--- config.mk ---
export PLATFORM = sky130hd
export DESIGN_NAME = qualBankSel
export DESIGN_NICKNAME = d
export VERILOG_FILES = /design/src/rtl/bankSelPkg.sv /design/src/rtl/bankSelCtrl.sv /design/src/rtl/bankSelPath.sv /design/src/rtl/qualBankSel.sv
export SDC_FILE = /design/constraint.sdc
export NUM_CORES = 1
export LEC_CHECK = 0
export BUFFER_PORTS_ARGS = -buffer_cell sky130_fd_sc_hd__buf_2
export CORE_MARGIN = 10
export CORE_UTILIZATION = 24
export DETAILED_ROUTE_END_ITERATION = 8
export GPL_TIMING_DRIVEN = 0
export PLACE_DENSITY = 0.84
export RECOVER_POWER = 100
export SYNTH_ARGS = -nofsm -noshare
export SYNTH_HDL_FRONTEND = slang
export SYNTH_HIERARCHICAL = 1
export SYNTH_SLANG_ARGS = --single-unit
--- constraint.sdc ---
create_clock -name clk -period 2.42 [get_ports clk]
set_clock_uncertainty 0.1 [all_clocks]
set_input_delay 0.484 -clock clk [delete_from_list [all_inputs] [get_ports clk]]
set_output_delay 0.484 -clock clk [all_outputs]
set_load 0.1 [all_outputs]
--- src/rtl/bankSelPkg.sv ---
package bankSelPkg;
  localparam int BANK_W = 3;

  // Strobe from control to datapath: load request plus the decoded index.
  typedef struct packed {
    logic              load;
    logic [BANK_W-1:0] idx;
  } bankStrobe_t;
endpackage

--- src/rtl/bankSelCtrl.sv ---
module bankSelCtrl
  import bankSelPkg::*;
#(
  parameter int DATA_W   = 16,
  parameter int EN_BIT   = 11,
  parameter int CODE_MSB = 15,
  parameter int CODE_W   = 4,
  parameter int CODE_LO  = 8,
  parameter int CODE_HI  = 13
) (
  input  logic              wrEn,
  input  logic              wrOffset,
  input  logic [DATA_W-1:0] wrData,
  output bankStrobe_t       strobe
);
  logic [CODE_W-1:0] code;
  logic              codeOk;
  logic              slotOk;

  assign code   = wrData[CODE_MSB -: CODE_W];
  assign codeOk = (int'(code) >= CODE_LO) && (int'(code) <= CODE_HI);
  // Only the second word of the slot carries the bank control.
  assign slotOk = wrEn && wrOffset;

  always_comb begin
    strobe.load = slotOk && wrData[EN_BIT] && codeOk;
    strobe.idx  = code[BANK_W-1:0];
  end
endmodule

--- src/rtl/bankSelPath.sv ---
module bankSelPath
  import bankSelPkg::*;
#(
  parameter int          ADDR_W   = 32,
  parameter int          WIN_LOG2 = 22,
  parameter logic [31:0] WIN_BASE = 32'h8000_0000
) (
  input  logic                       clk,
  input  logic                       rst_n,
  input  bankStrobe_t                strobe,
  input  logic [ADDR_W-1:0]          rdAddr,
  output logic [BANK_W-1:0]          bankIdx,
  output logic                       winHit,
  output logic [BANK_W+WIN_LOG2-1:0] physAddr
);
  localparam int TAG_W = ADDR_W - WIN_LOG2;
  localparam logic [TAG_W-1:0] WIN_TAG = WIN_BASE[ADDR_W-1:WIN_LOG2];

  logic [BANK_W-1:0] bankQ;

  always_ff @(posedge clk or negedge rst_n) begin
    if (!rst_n)           bankQ <= '0;
    else if (strobe.load) bankQ <= strobe.idx;
  end

  assign bankIdx  = bankQ;
  assign winHit   = (rdAddr[ADDR_W-1:WIN_LOG2] == WIN_TAG);
  assign physAddr = {bankQ, rdAddr[WIN_LOG2-1:0]};
endmodule

--- src/rtl/qualBankSel.sv ---
module qualBankSel
  import bankSelPkg::*;
#(
  parameter int          DATA_W   = 16,
  parameter int          ADDR_W   = 32,
  parameter int          WIN_LOG2 = 22,
  parameter logic [31:0] WIN_BASE = 32'h8000_0000,
  parameter int          EN_BIT   = 11,
  parameter int          CODE_LO  = 8,
  parameter int          CODE_HI  = 13,
  localparam int         PHYS_W   = BANK_W + WIN_LOG2
) (
  input  logic              clk,
  input  logic              rst_n,
  input  logic              wrEn,
  input  logic              wrOffset,
  input  logic [DATA_W-1:0] wrData,
  input  logic [ADDR_W-1:0] rdAddr,
  output logic [BANK_W-1:0] bankIdx,
  output logic              winHit,
  output logic [PHYS_W-1:0] physAddr
);
  bankStrobe_t strobe;

  bankSelCtrl #(
    .DATA_W(DATA_W), .EN_BIT(EN_BIT), .CODE_MSB(DATA_W-1), .CODE_W(4),
    .CODE_LO(CODE_LO), .CODE_HI(CODE_HI)
  ) u_ctrl (
    .wrEn(wrEn), .wrOffset(wrOffset), .wrData(wrData), .strobe(strobe)
  );

  bankSelPath #(
    .ADDR_W(ADDR_W), .WIN_LOG2(WIN_LOG2), .WIN_BASE(WIN_BASE)
  ) u_path (
    .clk(clk), .rst_n(rst_n), .strobe(strobe), .rdAddr(rdAddr),
    .bankIdx(bankIdx), .winHit(winHit), .physAddr(physAddr)
  );
endmodule

# --- Word-level counts from Yosys, hierarchy flattened ---
# Cells that the tools add are included.
# Widths: inputs -> output; s select.
op_classes:
  n_addsub: 0
  mul: 0
  div_mod_pow: 0
  n_lt_le_gt_ge: 2
  eq_ne: 1
  shift: 0
  n_mux: 0
  bitwise: 0
  n_reduce_logical: 4
op_table:
  columns: ["cell", "count"]
  rows:
  - ["$eq 10x10->1 const B", 1]
  - ["$ge 4x4->1 const B", 1]
  - ["$le 4x4->1 const B", 1]
  - ["$logic_and 1x1->1", 4]
word_totals:
  register_bits: 3
  latch_bits: 0
  ram_bits: 0
  rom_bits: 0
  input_bits: 52
  output_inout_bits: 29
  elab_cells: 8
  mem_count: 0

# --- Depth between registers and ports, before layout ---
depth:
  word_depth: 3
  mapped_depth: 3
  depth_no_buf: 3

# --- Modules after synthesis ---
# Netlist, hierarchy kept.
by_module_without_submodules:
  columns: ["mod", "n_inst", "cells_per_inst", "area_per_inst_um2", "seq_area_each_um2"]
  rows:
  - ["bankSelPath", 1, 34, 326.6, 75.1]
  - ["bankSelCtrl", 1, 5, 37.5, 0.0]

# --- Least setup slack after synthesis ---
# No wires, ideal clock.
synth_timing:
  path_type: "in2out"
  from: "input rdAddr[29]"
  to: "output winHit"
  arrival_time_ns: 2.729
  required_ns: 1.836
  slack_ns: -0.893
  path_stages: 2
  path_buffers: 0
  cell_sequence: "or4b_1 > nor4_2"
synth_via:
  elab_chain_len: 1
synth_rtl:
  columns: ["item", "line", "rtl"]
  rows:
  - ["start, declared", "qualBankSel.sv:18", "input logic [ADDR_W-1:0] rdAddr,"]
  - ["$eq 10x10->1", "bankSelPath.sv:27", "assign winHit = (rdAddr[ADDR_W-1:WIN_LOG2] == WIN_TAG);"]
  - ["end, declared", "qualBankSel.sv:20", "output logic winHit,"]
# No other way between the ends.

# --- Worst setup path after layout ---
# Same ends and word-level chain as after synthesis.

==> run_results.csv <==
group,metric,value,unit
drt,routed-wl-met3,210,um
floorplan,design.core.area,0.00137,mm2
worst_setup_path,cp-endpoint,"winHit",
cells_and_area,area.growth.synth_to_final,70.8,%
floorplan,core.rowCount,13,
outcome,status,"complete, no violations",
logic_synthesis,syn_area_per_cell,9.34,um2
logic_synthesis,yosysWarnings,6,
timing,slew_viol_final,0,
worst_setup_path,ff2ff_setup_slack,1.54,ns
placed_design,dp_cells,100,
worst_setup_path,critPathMaxFanout,1,
timing,rsz0062_at_grt,"false",
worst_setup_path,cp_data_arrival_time,1.71,ns
pwr,p_per_area,956,mW/mm2
clocking,clkTransAtPathRegs,0.04,ns
clocking,cts_buffers,3,
grt,antenna_found_initial,0,
grt,grt_start_max_net_pins,4,
drt,highest_layer,"met4",
drt,drtAntennaViolNets,0,
pwr,ir_drop,458,uV
logic_synthesis,synth-seq-cells,3,
drt,wire_per_inst,15.2,um
worst_setup_path,crit_start,"rdAddr[29]",
floorplan,io_pins,81,
timing,post-route-period-util,94.8,%
logic_synthesis,yosysTopAreaCellShare,57.7,%
cells_and_area,drive_gt1_share,58.9,%
grt,grt_pass1_wl,2280,um
floorplan,die_w,59.0,um
grt,grt_util_all_layers,8.70,%
timing,period_needed,2.30,ns
timing,hold_slack,0.393,ns
drt,wl_met2,1010,um
timing,worst_slew_pin_slew,1.18,ns
drt,drtIter0Drc,3,
flow_run,maxCapViolations,0,
logic_synthesis,netlist.top_cell.by_area,"buf_4",
clocking,root_buffer,"clkbuf_4",
logic_synthesis,synthDistinctLibCells,8,
logic_synthesis,syn-num-nets,91,
worst_setup_path,startpoint_type,"input pin",
worst_setup_path,worstPathRequired,1.84,ns
placed_design,dpl.hpwl,1500,um
drt,dr.pass1.iters,2,
timing,max_freq,0.436,GHz
worst_setup_path,cp-end-kind,"primary output",
clocking,clock_latency,0.23,ns
cells_and_area,largest_reg_flops,3,
cells_and_area,diodes,0,
clocking,clock-sinks,3,
logic_synthesis,syn_inst,39,
grt,grt_overflow_total,0,
floorplan,initial_core_util,26.6,%
floorplan,die_area,0.00348,mm2
placed_design,portBuffers,46,
clocking,cts_setup_buffers,0,
worst_setup_path,regToRegEndpoint,"u_path/bankIdx[0]",
worst_setup_path,ff2ff_path_depth,1,
worst_setup_path,r2r_start,"u_path/bankIdx[0]",
drt,wl_met1,358,um
pwr,power,595,uW
logic_synthesis,synth.area.top_cells,"buf_4 58%, dfrtp_1 21%, mux2_2 9.3%",
floorplan,die_h,59.0,um
pwr,p_leak,0.317,nW
cells_and_area,nets,143,
logic_synthesis,netlist_area,364,um2
cells_and_area,fin_cells,105,
placed_design,gp_congestion,0.621,
timing,finalHoldViolations,0,
worst_setup_path,critical_path_class,"in -> out",
drt,vias_per_cell,3.90,
logic_synthesis,yosysSeqAreaShare,20.6,%
grt,grt_pass1_vias,479,
drt,route.vias.total,409,
timing,setup_viol,0,
timing,slew_headroom,21.5,%
clocking,ctsHtreeMaxLevel,1,
clocking,cts_max_path_buffers,2,
drt,drc,0,
drt,totalWireLength,1600,um
clocking,cts_tree,"yes",
min_path,hold_path.class,"in -> reg",
==> through the flow <==
stage / setup WS (ns) / setup TNS (ns) / area [um2] / util [%]
after floorplan: -0.274 / -0.274 / 373 / -
after global placement: 0.0324 / 0 / 622 / 45.5
after detailed placement: -0.0204 / -0.0204 / 622 / 45.5
after CTS: 0.110 / 0 / 661 / 48.4
after global routing: 0.0564 / 0 / 622 / 45.5
final: 0.125 / 0 / 622 / 45.5
==> layout make-up <==
cell class	instances	area, um2
tap	15	18.8
timing repair buffer	47	208
sequential	3	75.1
buffer	28	210
multi-input combinational	8	83.8
fill	167	744
clock buffer	4	26.3
==> worst min path at each step <==
stage               depth (start not counted)                end  slack (ns)       start
floorplan                                   0  u_path/bankIdx[0]        0.09       rst_n
global placement                            1  u_path/bankIdx[0]        0.18       rst_n
detailed placement                          1  u_path/bankIdx[2]        0.18       rst_n
CTS                                         2  u_path/bankIdx[0]        0.39  wrData[12]
global route                                2  u_path/bankIdx[0]        0.40  wrData[12]
finish                                      2  u_path/bankIdx[0]        0.39  wrData[12]
==> layout by cell type, fill, tap and decap left out, drive strengths merged <==
cell	synthesis	layout
nor4	1	1
or4	1	1
buf	28	45
nand4	1	1
dlygate4sd3	0	1
or4b	1	1
a21oi	1	1
mux2	3	3
dfrtp	3	3
clkbuf	0	33
==> logic make-up after synthesis <==
family,after synthesis,share of synthesized area [%]
and+or+nand+nor,4,9.97
buffers and inverters,28,57.7
DFF,3,20.6
muxes,3,9.28
AOI/OAI and AO/OA,1,2.41
==> power by group <==
group	internal [mW]	total (mW)	switching, mW	leakage, nW
logic	0.0753	0.436	0.360	0.266
clock network	0.0617	0.0870	0.0252	0.0150
registers	0.0627	0.0722	0.00949	0.0363
total	0.200	0.595	0.395	0.317
==> metal layers <==
| layer | global-route usage (%) | vias up |
|---|---|---|
| li1 | - | 202 |
| met3 | 6.01 | 2 |
| met2 | 18.2 | 26 |
| met5 | 0 | - |
| met4 | 3.93 | 0 |
| met1 | 5.05 | 179 |
==> critical path, stage by stage <==
cell	delay [ns]
buf_2	0.09
or4b_1	0.57
nor4_4	0.23
buf_4	0.33
==> synthesized netlist by cell type (all sizes together) <==
cell	number
a21oi	1
buf	28
dfrtp	3
mux2	3
nand4	1
nor4	1
or4	1
or4b	1
==> timing repair <==
item	in CTS	in global routing
resized for setup	1	0
endpoints found under the hold margin	3	0
hold buffers	1	0
setup endpoints to repair	1	0
(Power assumes the default switching activity.)
